<file path="config.mk">
export PLATFORM = sky130hd
export DESIGN_NAME = i2cw_master
export DESIGN_NICKNAME = d
export VERILOG_FILES = /design/src/rtl/i2cw_pkg.sv /design/src/rtl/i2cw_tick.sv /design/src/rtl/i2cw_txq.sv /design/src/rtl/i2cw_engine.sv /design/src/rtl/i2cw_master.sv
export SDC_FILE = /design/constraint.sdc
export NUM_CORES = 1
export LEC_CHECK = 0
export BUFFER_PORTS_ARGS = -buffer_cell sky130_fd_sc_hd__buf_4
export CAP_MARGIN = 30
export CORE_MARGIN = 3
export CORE_UTILIZATION = 45
export CTS_BUF_LIST = sky130_fd_sc_hd__clkbuf_16
export CTS_CLUSTER_DIAMETER = 60
export DETAILED_ROUTE_END_ITERATION = 12
export GPL_TIMING_DRIVEN = 0
export PLACE_DENSITY_LB_ADDON = 0.08
export SETUP_SLACK_MARGIN = 0.02
export SYNTH_ARGS = -nofsm -noshare
export SYNTH_HDL_FRONTEND = slang
export SYNTH_SLANG_ARGS = --single-unit
</file>
<file path="constraint.sdc">
create_clock -name clk -period 7 [get_ports clk]
set_input_delay 0.35 -clock clk [delete_from_list [all_inputs] [get_ports clk]]
set_output_delay 0.35 -clock clk [all_outputs]
set_load 0.005 [all_outputs]
</file>
<file path="src/rtl/i2cw_pkg.sv">
package i2cw_pkg;
   localparam logic [2:0] REG_TADDR = 3'd0;
   localparam logic [2:0] REG_TXD   = 3'd1;
   localparam logic [2:0] REG_CTRL  = 3'd2;
   localparam logic [2:0] REG_STAT  = 3'd3;
   localparam logic [2:0] REG_LVL   = 3'd4;
   localparam int CNT_LSB = 6;
   localparam int ADDR_W  = 7;
   typedef enum logic [2:0] {
      E_IDLE, E_START, E_BIT, E_WAIT, E_STOP
   } eng_st_e;
endpackage

</file>
<file path="src/rtl/i2cw_tick.sv">
module i2cw_tick #(
   parameter int DIV = 4
) (
   input  logic clk,
   input  logic rst_n,
   input  logic run,
   output logic tick
);
   localparam int W = $clog2(DIV);
   logic [W-1:0] cnt;

   assign tick = run && (cnt == W'(DIV - 1));

   always_ff @(posedge clk or negedge rst_n) begin
      if (!rst_n)      cnt <= '0;
      else if (!run)   cnt <= '0;
      else if (tick)   cnt <= '0;
      else             cnt <= cnt + 1'b1;
   end
endmodule

</file>
<file path="src/rtl/i2cw_txq.sv">
module i2cw_txq #(
   parameter int DEPTH = 2,
   parameter int DW = 8,
   localparam int PW = (DEPTH > 1) ? $clog2(DEPTH) : 1,
   localparam int LW = $clog2(DEPTH + 1)
) (
   input  logic          clk,
   input  logic          rst_n,
   input  logic          push,
   input  logic [DW-1:0] wdata,
   input  logic          pop,
   input  logic          flush,
   output logic [DW-1:0] rdata,
   output logic          empty,
   output logic          full,
   output logic [LW-1:0] level
);
   logic [DW-1:0] mem [DEPTH];
   logic [PW-1:0] rp, wp, rp_nx, wp_nx;
   logic do_push, do_pop;

   assign empty   = (level == '0);
   assign full    = (level == LW'(DEPTH));
   assign do_push = push && !full;
   assign do_pop  = pop && !empty;
   assign rdata   = mem[rp];

   generate
      if ((DEPTH & (DEPTH - 1)) == 0) begin : g_pow2
         assign rp_nx = rp + 1'b1;
         assign wp_nx = wp + 1'b1;
      end else begin : g_wrap
         assign rp_nx = (rp == PW'(DEPTH - 1)) ? '0 : rp + 1'b1;
         assign wp_nx = (wp == PW'(DEPTH - 1)) ? '0 : wp + 1'b1;
      end
   endgenerate

   always_ff @(posedge clk) begin
      if (do_push && !flush) mem[wp] <= wdata;
   end

   always_ff @(posedge clk or negedge rst_n) begin
      if (!rst_n) begin
         rp <= '0; wp <= '0; level <= '0;
      end else if (flush) begin
         rp <= '0; wp <= '0; level <= '0;
      end else begin
         if (do_push) wp <= wp_nx;
         if (do_pop)  rp <= rp_nx;
         level <= level + LW'(do_push) - LW'(do_pop);
      end
   end
endmodule

</file>
<file path="src/rtl/i2cw_engine.sv">
module i2cw_engine import i2cw_pkg::*; #(
   parameter int CW = 8
) (
   input  logic              clk,
   input  logic              rst_n,
   input  logic              start,
   input  logic [ADDR_W-1:0] taddr,
   input  logic [CW-1:0]     count,
   input  logic              tick,
   input  logic              q_empty,
   input  logic [7:0]        q_data,
   input  logic              sda_i,
   output logic              pop,
   output logic              busy,
   output logic              stall,
   output logic              scl_oe,
   output logic              sda_oe,
   output logic              done_p,
   output logic              nack_p
);
   eng_st_e st;
   logic [1:0]    q;
   logic [3:0]    bitn;
   logic [7:0]    sh;
   logic [CW-1:0] left;
   logic          nack_r, sda_nx, slot_end, ack_ok;

   assign slot_end = (st == E_BIT) && tick && (q == 2'd3) && (bitn == 4'd8);
   assign ack_ok   = slot_end && !sda_i;
   assign pop      = (ack_ok && (left != '0) && !q_empty) || ((st == E_WAIT) && !q_empty);
   assign busy     = (st != E_IDLE);
   assign stall    = (st == E_WAIT);
   assign done_p   = (st == E_STOP) && tick && (q == 2'd3);
   assign nack_p   = done_p && nack_r;

   always_comb begin
      scl_oe = 1'b0;
      sda_nx = 1'b0;
      case (st)
         E_START: begin scl_oe = (q >= 2'd2); sda_nx = (q >= 2'd1); end
         E_BIT:   begin scl_oe = (q < 2'd2);  sda_nx = (bitn != 4'd8) && !sh[7]; end
         E_WAIT:  begin scl_oe = 1'b1;        sda_nx = 1'b0; end
         E_STOP:  begin scl_oe = (q == 2'd0); sda_nx = (q < 2'd2); end
         default: begin scl_oe = 1'b0;        sda_nx = 1'b0; end
      endcase
   end

   always_ff @(posedge clk or negedge rst_n) begin
      if (!rst_n) begin
         st <= E_IDLE; q <= '0; bitn <= '0; sh <= '0;
         left <= '0; nack_r <= 1'b0; sda_oe <= 1'b0;
      end else begin
         sda_oe <= sda_nx;
         case (st)
            E_IDLE: if (start) begin
               st <= E_START; q <= '0; sh <= {taddr, 1'b0};
               left <= count; nack_r <= 1'b0;
            end
            E_START: if (tick) begin
               if (q == 2'd3) begin st <= E_BIT; q <= '0; bitn <= '0; end
               else q <= q + 2'd1;
            end
            E_BIT: if (tick) begin
               if (q != 2'd3) q <= q + 2'd1;
               else begin
                  q <= '0;
                  if (bitn != 4'd8) begin
                     bitn <= bitn + 4'd1;
                     sh   <= {sh[6:0], 1'b0};
                  end else if (sda_i) begin
                     nack_r <= 1'b1; st <= E_STOP;
                  end else if (left == '0) st <= E_STOP;
                  else if (q_empty)        st <= E_WAIT;
                  else begin
                     sh <= q_data; left <= left - 1'b1; bitn <= '0;
                  end
               end
            end
            E_WAIT: if (!q_empty) begin
               st <= E_BIT; q <= '0; bitn <= '0;
               sh <= q_data; left <= left - 1'b1;
            end
            E_STOP: if (tick) begin
               if (q == 2'd3) st <= E_IDLE;
               else q <= q + 2'd1;
            end
            default: st <= E_IDLE;
         endcase
      end
   end
endmodule

</file>
<file path="src/rtl/i2cw_master.sv">
module i2cw_master import i2cw_pkg::*; #(
   parameter int CLK_DIV    = 4,
   parameter int FIFO_DEPTH = 2,
   parameter int CNT_W      = 8,
   localparam int BW = CNT_LSB + CNT_W,
   localparam int LW = $clog2(FIFO_DEPTH + 1)
) (
   input  logic          clk,
   input  logic          rst_n,
   input  logic          bus_wr,
   input  logic [2:0]    bus_addr,
   input  logic [BW-1:0] bus_wdata,
   output logic [BW-1:0] bus_rdata,
   output logic          scl_oe,
   output logic          sda_oe,
   input  logic          sda_i
);
   generate
      if (CLK_DIV < 2) begin : g_bad_div
         $error("CLK_DIV must be at least 2");
      end
      if (FIFO_DEPTH < 1) begin : g_bad_depth
         $error("FIFO_DEPTH must be at least 1");
      end
      if (CNT_W < 1) begin : g_bad_cnt
         $error("CNT_W must be at least 1");
      end
   endgenerate

   logic [ADDR_W-1:0] taddr_r;
   logic [CNT_W-1:0]  cnt_r, wr_cnt;
   logic              go_r, kick, st_svc, st_done, st_nack;
   logic              wr_txd, wr_ctrl, wr_stat, owed;
   logic              tick, pop, busy, stall, done_p, nack_p;
   logic              q_empty, q_full;
   logic [7:0]        q_data;
   logic [LW-1:0]     q_level;
   logic [1:0]        lvl_code;
   logic              svc_set;

   assign wr_txd  = bus_wr && (bus_addr == REG_TXD);
   assign wr_ctrl = bus_wr && (bus_addr == REG_CTRL) && bus_wdata[0] && !go_r;
   assign wr_stat = bus_wr && (bus_addr == REG_STAT);
   assign owed    = (wr_cnt < cnt_r);
   assign svc_set = (kick && owed && !q_full) || (pop && owed);

   i2cw_txq #(.DEPTH(FIFO_DEPTH), .DW(8)) u_txq (
      .clk(clk), .rst_n(rst_n), .push(wr_txd), .wdata(bus_wdata[7:0]),
      .pop(pop), .flush(done_p), .rdata(q_data), .empty(q_empty),
      .full(q_full), .level(q_level)
   );

   i2cw_tick #(.DIV(CLK_DIV)) u_tick (
      .clk(clk), .rst_n(rst_n), .run(busy && !stall), .tick(tick)
   );

   i2cw_engine #(.CW(CNT_W)) u_eng (
      .clk(clk), .rst_n(rst_n), .start(kick), .taddr(taddr_r), .count(cnt_r),
      .tick(tick), .q_empty(q_empty), .q_data(q_data), .sda_i(sda_i),
      .pop(pop), .busy(busy), .stall(stall), .scl_oe(scl_oe), .sda_oe(sda_oe),
      .done_p(done_p), .nack_p(nack_p)
   );

   always_ff @(posedge clk or negedge rst_n) begin
      if (!rst_n) begin
         taddr_r <= '0; cnt_r <= '0; wr_cnt <= '0; go_r <= 1'b0; kick <= 1'b0;
         st_svc <= 1'b0; st_done <= 1'b0; st_nack <= 1'b0;
      end else begin
         kick <= wr_ctrl;
         if (bus_wr && (bus_addr == REG_TADDR)) taddr_r <= bus_wdata[ADDR_W-1:0];
         if (wr_ctrl) begin
            go_r  <= 1'b1;
            cnt_r <= bus_wdata[CNT_LSB +: CNT_W];
         end else if (done_p) go_r <= 1'b0;
         if (done_p) wr_cnt <= '0;
         else if (wr_txd && !q_full && (wr_cnt != '1)) wr_cnt <= wr_cnt + 1'b1;
         st_svc  <= svc_set | (st_svc  & ~(wr_stat & bus_wdata[0]));
         st_done <= done_p  | (st_done & ~(wr_stat & bus_wdata[1]));
         st_nack <= nack_p  | (st_nack & ~(wr_stat & bus_wdata[2]));
      end
   end

   assign lvl_code = (q_level == LW'(FIFO_DEPTH)) ? 2'd2 :
                     (q_level == '0) ? 2'd0 : 2'd1;

   always_comb begin
      bus_rdata = '0;
      case (bus_addr)
         REG_TADDR: bus_rdata[ADDR_W-1:0] = taddr_r;
         REG_CTRL: begin
            bus_rdata[0] = go_r;
            bus_rdata[CNT_LSB +: CNT_W] = cnt_r;
         end
         REG_STAT: bus_rdata[2:0] = {st_nack, st_done, st_svc};
         REG_LVL:  bus_rdata[1:0] = lvl_code;
         default:  bus_rdata = '0;
      endcase
   end
endmodule

</file>
# After elaboration in Yosys (flattened, before gate mapping)
# Memory sizes are Yosys's and may differ from the RTL's.
# Cells that the tools add are included.
[word_totals] in_bits=21 word_cells=208 mem_bits_rw=16 register_bits=61 output_inout_bits=16 n_memories=1 rom_bits=0 latchBits=0
[memory_table] memory="u_txq.mem" words=2 word_bits=8 rd=1 rd_clocked_by_memory_dff=0 write_ports=1 line_no="i2cw_txq.sv:18" rtl="logic [DW-1:0] mem [DEPTH];"
[op_classes] n_reduce_logical=56 n_eq_ne=31 div_mod_pow=0 n_lt_le_gt_ge=4 muxes=76 shifts=0 add_sub_neg=9 n_mul=0 bitwise_logic=12
[op_table] operator="8-bit 2-to-1 mux" count=16
[op_table] operator="8-bit case mux with 3 select lines" count=2
[op_table] operator="3-bit 2-to-1 mux" count=13
[op_table] operator="4-bit 2-to-1 mux" count=8
[op_table] operator="1-bit logical AND" count=26
[op_table] operator="2-bit 2-to-1 mux" count=12
[op_table] operator="7-bit AND reduction" count=3
[op_table] operator="2-bit inequality test (second input constant)" count=10
[op_table] operator="3-bit case mux with 5 select lines" count=1
[op_table] operator="1-bit 2-to-1 mux" count=14
[op_table] operator="3-bit by 2-bit == test with 1-bit output (second input constant)" count=4
[op_table] operator="4-bit case mux with 3 select lines" count=1
[op_table] operator="6-bit AND reduction" count=2
[op_table] operator="2-bit case mux with 5 select lines" count=1
[op_table] operator="10-bit AND reduction" count=1
[op_table] operator="2-bit nonzero test" count=5
[op_table] operator="3-bit nonzero test" count=3
[op_table] operator="8-bit by 1-bit adder with 8-bit output (second input constant)" count=1
[op_table] operator="8-bit logical NOT" count=1
[op_table] operator="8-bit less-than comparator" count=1
[op_table] operator="2-bit by 1-bit inequality test with 1-bit output (second input constant)" count=4
[op_table] operator="8-bit inequality test (second input constant)" count=1
[op_table] operator="1-bit case mux with 4 select lines" count=2
[op_table] operator="8-bit nonzero test" count=1
[op_table] operator="27 further kinds" count=55

# Logic depth before layout (Yosys ltp)
[depth] depth_word=14 depth_mapped=12

# Modules after synthesis
# Synthesis repeated with hierarchy kept, for this count alone.
[unflattened] cells_unflattened=449 hier_area_um2=4586.9
[by_module_without_submodules] mod="i2cw_engine" cells_per_inst=231 area_each_um2=2092.0 instances=1
[by_module_without_submodules] mod="i2cw_master" cells_per_inst=164 area_each_um2=1580.3 instances=1
[by_module_without_submodules] mod="i2cw_txq" cells_per_inst=48 area_each_um2=825.8 instances=1
[by_module_without_submodules] mod="i2cw_tick" cells_per_inst=6 area_each_um2=88.8 instances=1

# Least setup slack after synthesis
# Ideal clock, no wire load.
[synth_path] kind="flip-flop to flip-flop" from="register u_eng.left[0]" to="register u_txq.level[1]" synth_period_minus_slack_ns=2.316 required_ns=6.879 setup_ns=0.121 setup_slack_ns=4.684 arrival_time_ns=2.195 stages_incl_launch_ff=13 path_cell_list="dfrtp_1 inv_1 ha_1 nor4b_2 a21oi_1 a31oi_1 nor3_1 ha_1 inv_1 ha_1 xor2_1 xnor2_1 nor2_1"
[synth_between] elab_chain_cells=7
[synth_rtl] item="start, declared" line_no="i2cw_engine.sv:25" rtl="logic [CW-1:0] left;"
[synth_rtl] item="start signal, assigned" line_no="i2cw_engine.sv:81" rtl="sh <= q_data; left <= left - 1'b1;"
[synth_rtl] item="8-bit nonzero test" line_no="i2cw_engine.sv:30" rtl="assign pop = (ack_ok && (left != '0) && !q_empty) || ((st == E_WAIT) && !q_empty);"
[synth_rtl] item="1-bit logical AND (2 in series)" line_no="i2cw_engine.sv:30"
[synth_rtl] item="1-bit logical OR" line_no="i2cw_engine.sv:30"
[synth_rtl] item="1-bit logical AND" line_no="i2cw_txq.sv:25" rtl="assign do_pop = pop && !empty;"
[synth_rtl] item="2-bit by 1-bit subtractor with 2-bit output" line_no="i2cw_txq.sv:50" rtl="level <= level + LW'(do_push) - LW'(do_pop);"
[synth_rtl] item="2-bit 2-to-1 mux" line_no="i2cw_txq.sv:45" rtl="end else if (flush) begin"
[synth_rtl] item="end signal, assigned" line_no="i2cw_txq.sv:50"
[synth_rtl] item="end, declared" line_no="i2cw_txq.sv:16" rtl="output logic [LW-1:0] level"
# Every way passes these cells.
# A chain may end at the register's enable or synchronous reset.

# Worst setup path in the final report
# Same ends and word-level chain as after synthesis.

==> flow_metrics.tcl <==
set metrics [dict create \
    postCtsSetupBuffers 0 \
    avgSynthCellArea_um2 9.934 \
    drc 0 \
    dp_hpwl_um 7818 \
    die_h_um 105 \
    numClockSinks 77 \
    hold_viol 0 \
    post_dp_cell_area_um2 4820 \
    num_io_pins 37 \
    portBuffers 33 \
    vias_per_cell 5.759 \
    synth_area_um2 4410 \
    slowest_delay_ns 0.42 \
    reg2reg_depth 12 \
    syn_nets 484 \
    synthArstFlopShare_pct 79.22 \
    required_ns 7.22 \
    cts_root_buffer "clkbuf_16" \
    fin_util_pct 54.69 \
    clock.fmax_mhz 360.9 \
    fin_tns_setup_ns 0 \
    grt_pass1_wl_um 18370 \
    setup_violations 0 \
    tightest_slew_ns 0.9437 \
    crit_path_frequent_cell "ha_1" \
    grt_overflow 0 \
    critPathKind "reg -> reg" \
    core-area_um2 9371 \
    cp_slowest_cell "dfrtp_1" \
    power.density_nw_per_um2 303.3 \
    max-cap-violations 0 \
    fin_area_um2 5125 \
    hold_path.class "in -> async" \
    place_congestion 0.8400 \
    ctsResizeCount 0 \
    htree_levels 3 \
    clock_path_buffers 2 \
    rows 35 \
    die_w_um 105 \
    ys_seq_area_share_pct 45.50 \
    fillCellCount 867 \
    antenna_found_initial 0 \
    cts.clk_slew.worst_paths_ns 0.06 \
    grtUsageTotal_pct 20.73 \
    seqCellArea_um2 2007 \
    dieArea_um2 11030 \
    relSlewSlack_pct 36.92 \
    syn_to_final_growth_pct 16.20 \
    wire_per_inst_um 17.51 \
    synthCells 444 \
    synth_ff_type "dfrtp_1" \
    grt_pass1_vias 3579 \
    antenna_cells 0 \
    cp.arrival_ns 2.99 \
    grt_max_degree 62 \
    cp_cell_sequence "inv_1, ha_1, nor4b_2, a21oi_1, a31oi_1, nor3_1, ha_1, inv_1, ha_1, xor2_1, xnor2_1, nor2_1" \
    cp-start-kind "flop" \
    fin_crit_sh_pct 39.58 \
    drt_iter0_markers 197 \
    multi_input_area_um2 2183 \
    p_leak_uw 0.002263 \
    cp_max_fo 5 \
    final_cell_mix "dfrtp_1 (61), nand2_1 (46), buf_4 (36), nor2_1 (28), inv_1 (22)" \
    ant_nets 0 \
    fin_crit_ns 2.771 \
    fin_skew_ns 0.005189 \
    vias 3582 \
    final_layout_size_suffix_gt1_share_pct 17.04 \
    cts_tree "done" \
    yosys.cell_types.count 62 \
    rsz0062_at_grt "no" \
    cts_hold_buf 0 \
    final_common_cell "dfrtp_1" \
    nets 528 \
    endpoint_kind "flop" \
    insertion_delay_ns 0.34 \
    finalMaxSlewViolations 0 \
    numCtsBuffers 9 \
    drt-pass1-iter-count 4 \
    vdd_drop_max_mv 0.1387 \
    yosysWarnings 0 \
    synth_edf_count 16 \
    start_util_pct 47.06 \
    ys_seq_elements 77 \
    wl_um 10890 \
    outcome "complete, no violations" \
]
## cell usage after synthesis, types with 2 or more instances
library cell / n / area (um2)
dfrtp_1: 61 / 1526
nand2_1: 46 / 172.7
nor2_1: 28 / 105.1
inv_1: 22 / 82.58
o21ai_0: 21 / 105.1
a21oi_1: 19 / 95.09
ha_1: 19 / 237.7
edfxtp_1: 16 / 480.5
clkbuf_1: 14 / 52.55
mux2i_1: 14 / 140.1
nor3_1: 13 / 65.06
nand3_1: 12 / 60.06
nand2b_1: 11 / 68.82
nor4_1: 11 / 68.82
a32o_1: 10 / 100.1
mux2_2: 10 / 112.6
buf_2: 8 / 40.04
xor2_1: 8 / 70.07
a31oi_1: 7 / 43.79
and2_1: 7 / 43.79
nand4_1: 7 / 43.79
o311ai_0: 7 / 61.31
and3_1: 6 / 37.54
a21o_1: 5 / 37.54
o31ai_1: 5 / 37.54
o211ai_1: 4 / 30.03
o22ai_1: 4 / 25.02
buf_4: 3 / 22.52
nor2b_1: 3 / 18.77
xnor2_1: 3 / 26.28
a211oi_1: 2 / 15.01
a21boi_0: 2 / 15.01
buf_6: 2 / 22.52
nor3b_1: 2 / 15.01
nor4b_2: 2 / 30.03
o21a_1: 2 / 15.01
o2bb2ai_1: 2 / 17.52
o32ai_1: 2 / 17.52
## per-stage QoR
step	cells	setup WS, ns	total power (uW)	hold WS (ns)
after detailed placement	606	4.279	1078	0.4424
final	622	4.229	1554	0.1049
after floorplan	444	4.684	934.3	0.05441
after CTS	622	4.257	1566	0.1414
after global placement	606	4.323	1060	0.4302
after global routing	622	3.986	1657	0.1668
## registers in the layout, indices dropped and copies added (netlist names), 2 cells and up
signal	flops
u_eng.sh	8
u_txq.mem	16
u_eng.left	8
u_txq.level	2
wr_cnt	8
u_eng.bitn	4
cnt_r	8
u_tick.cnt	2
u_eng.q	2
taddr_r	7
u_eng.st	3
## critical path, delay by kind of cell (launching register included)
kind | cells | cell delay [ns]
simple gates | 3 | 0.55
compound gates | 2 | 0.61
flops | 1 | 0.42
buf+inv | 2 | 0.14
fa+ha+maj | 3 | 0.64
xor+xnor | 2 | 0.30
## cell families (layout without fill, tap and decap cells)
| kind of cell | after synthesis | count (layout) | synth area share [%] |
|---|---|---|---|
| xor+xnor | 11 | 11 | 2.185 |
| buf+inv | 49 | 98 | 4.993 |
| compound gates | 105 | 105 | 17.36 |
| mux | 24 | 24 | 5.730 |
| flops | 77 | 77 | 45.50 |
| simple gates | 158 | 158 | 18.61 |
| fa+ha+maj | 20 | 20 | 5.617 |
## area by class of cell
| type | count | area share (%) |
|---|---|---|
| buffer | 27 | 2.686 |
| clock buffer | 9 | 4.395 |
| clock inverter | 7 | 1.562 |
| inverter | 22 | 1.611 |
| multi-input combinational | 318 | 42.60 |
| sequential | 77 | 39.16 |
| tap | 129 | 3.149 |
| timing repair buffer | 33 | 4.834 |
## path summary, 6_finish.rpt
kind	startpoint	endpoint	slack, ns
max	u_eng.left[0]$_DFFE_PN0P_	u_txq.level[1]$_DFF_PN0_	4.23
min	rst_n	u_eng.left[4]$_DFFE_PN0P_	0.10
max reg2reg	u_eng.left[0]$_DFFE_PN0P_	u_txq.level[1]$_DFF_PN0_	4.23
min reg2reg	u_tick.cnt[0]$_DFF_PN0_	u_tick.cnt[0]$_DFF_PN0_	0.44
max in group asynchronous	rst_n	u_txq.wp$_DFFE_PN0P_	6.36
min in group clk	bus_wdata[4]	u_txq.mem[1][4]$_DFFE_PP_	0.20
## report_power, final
part	internal, uW	total (uW)	switching, uW
Combinational	178	422	244
Sequential	559	649	90.1
Clock	282	483	201
Total	1020	1550	535
## layer usage
metal	share of wire (%)	up-vias	routed length (um)	global-route usage, %
li1	-	1709	-	-
met1	47	1764	5149	28.45
met2	46	93	5015	32.40
met3	5.2	16	564	5.065
met4	1.5	0	162	6.373
met5	0	-	0	0
Power figures use the tool's default switching activity.
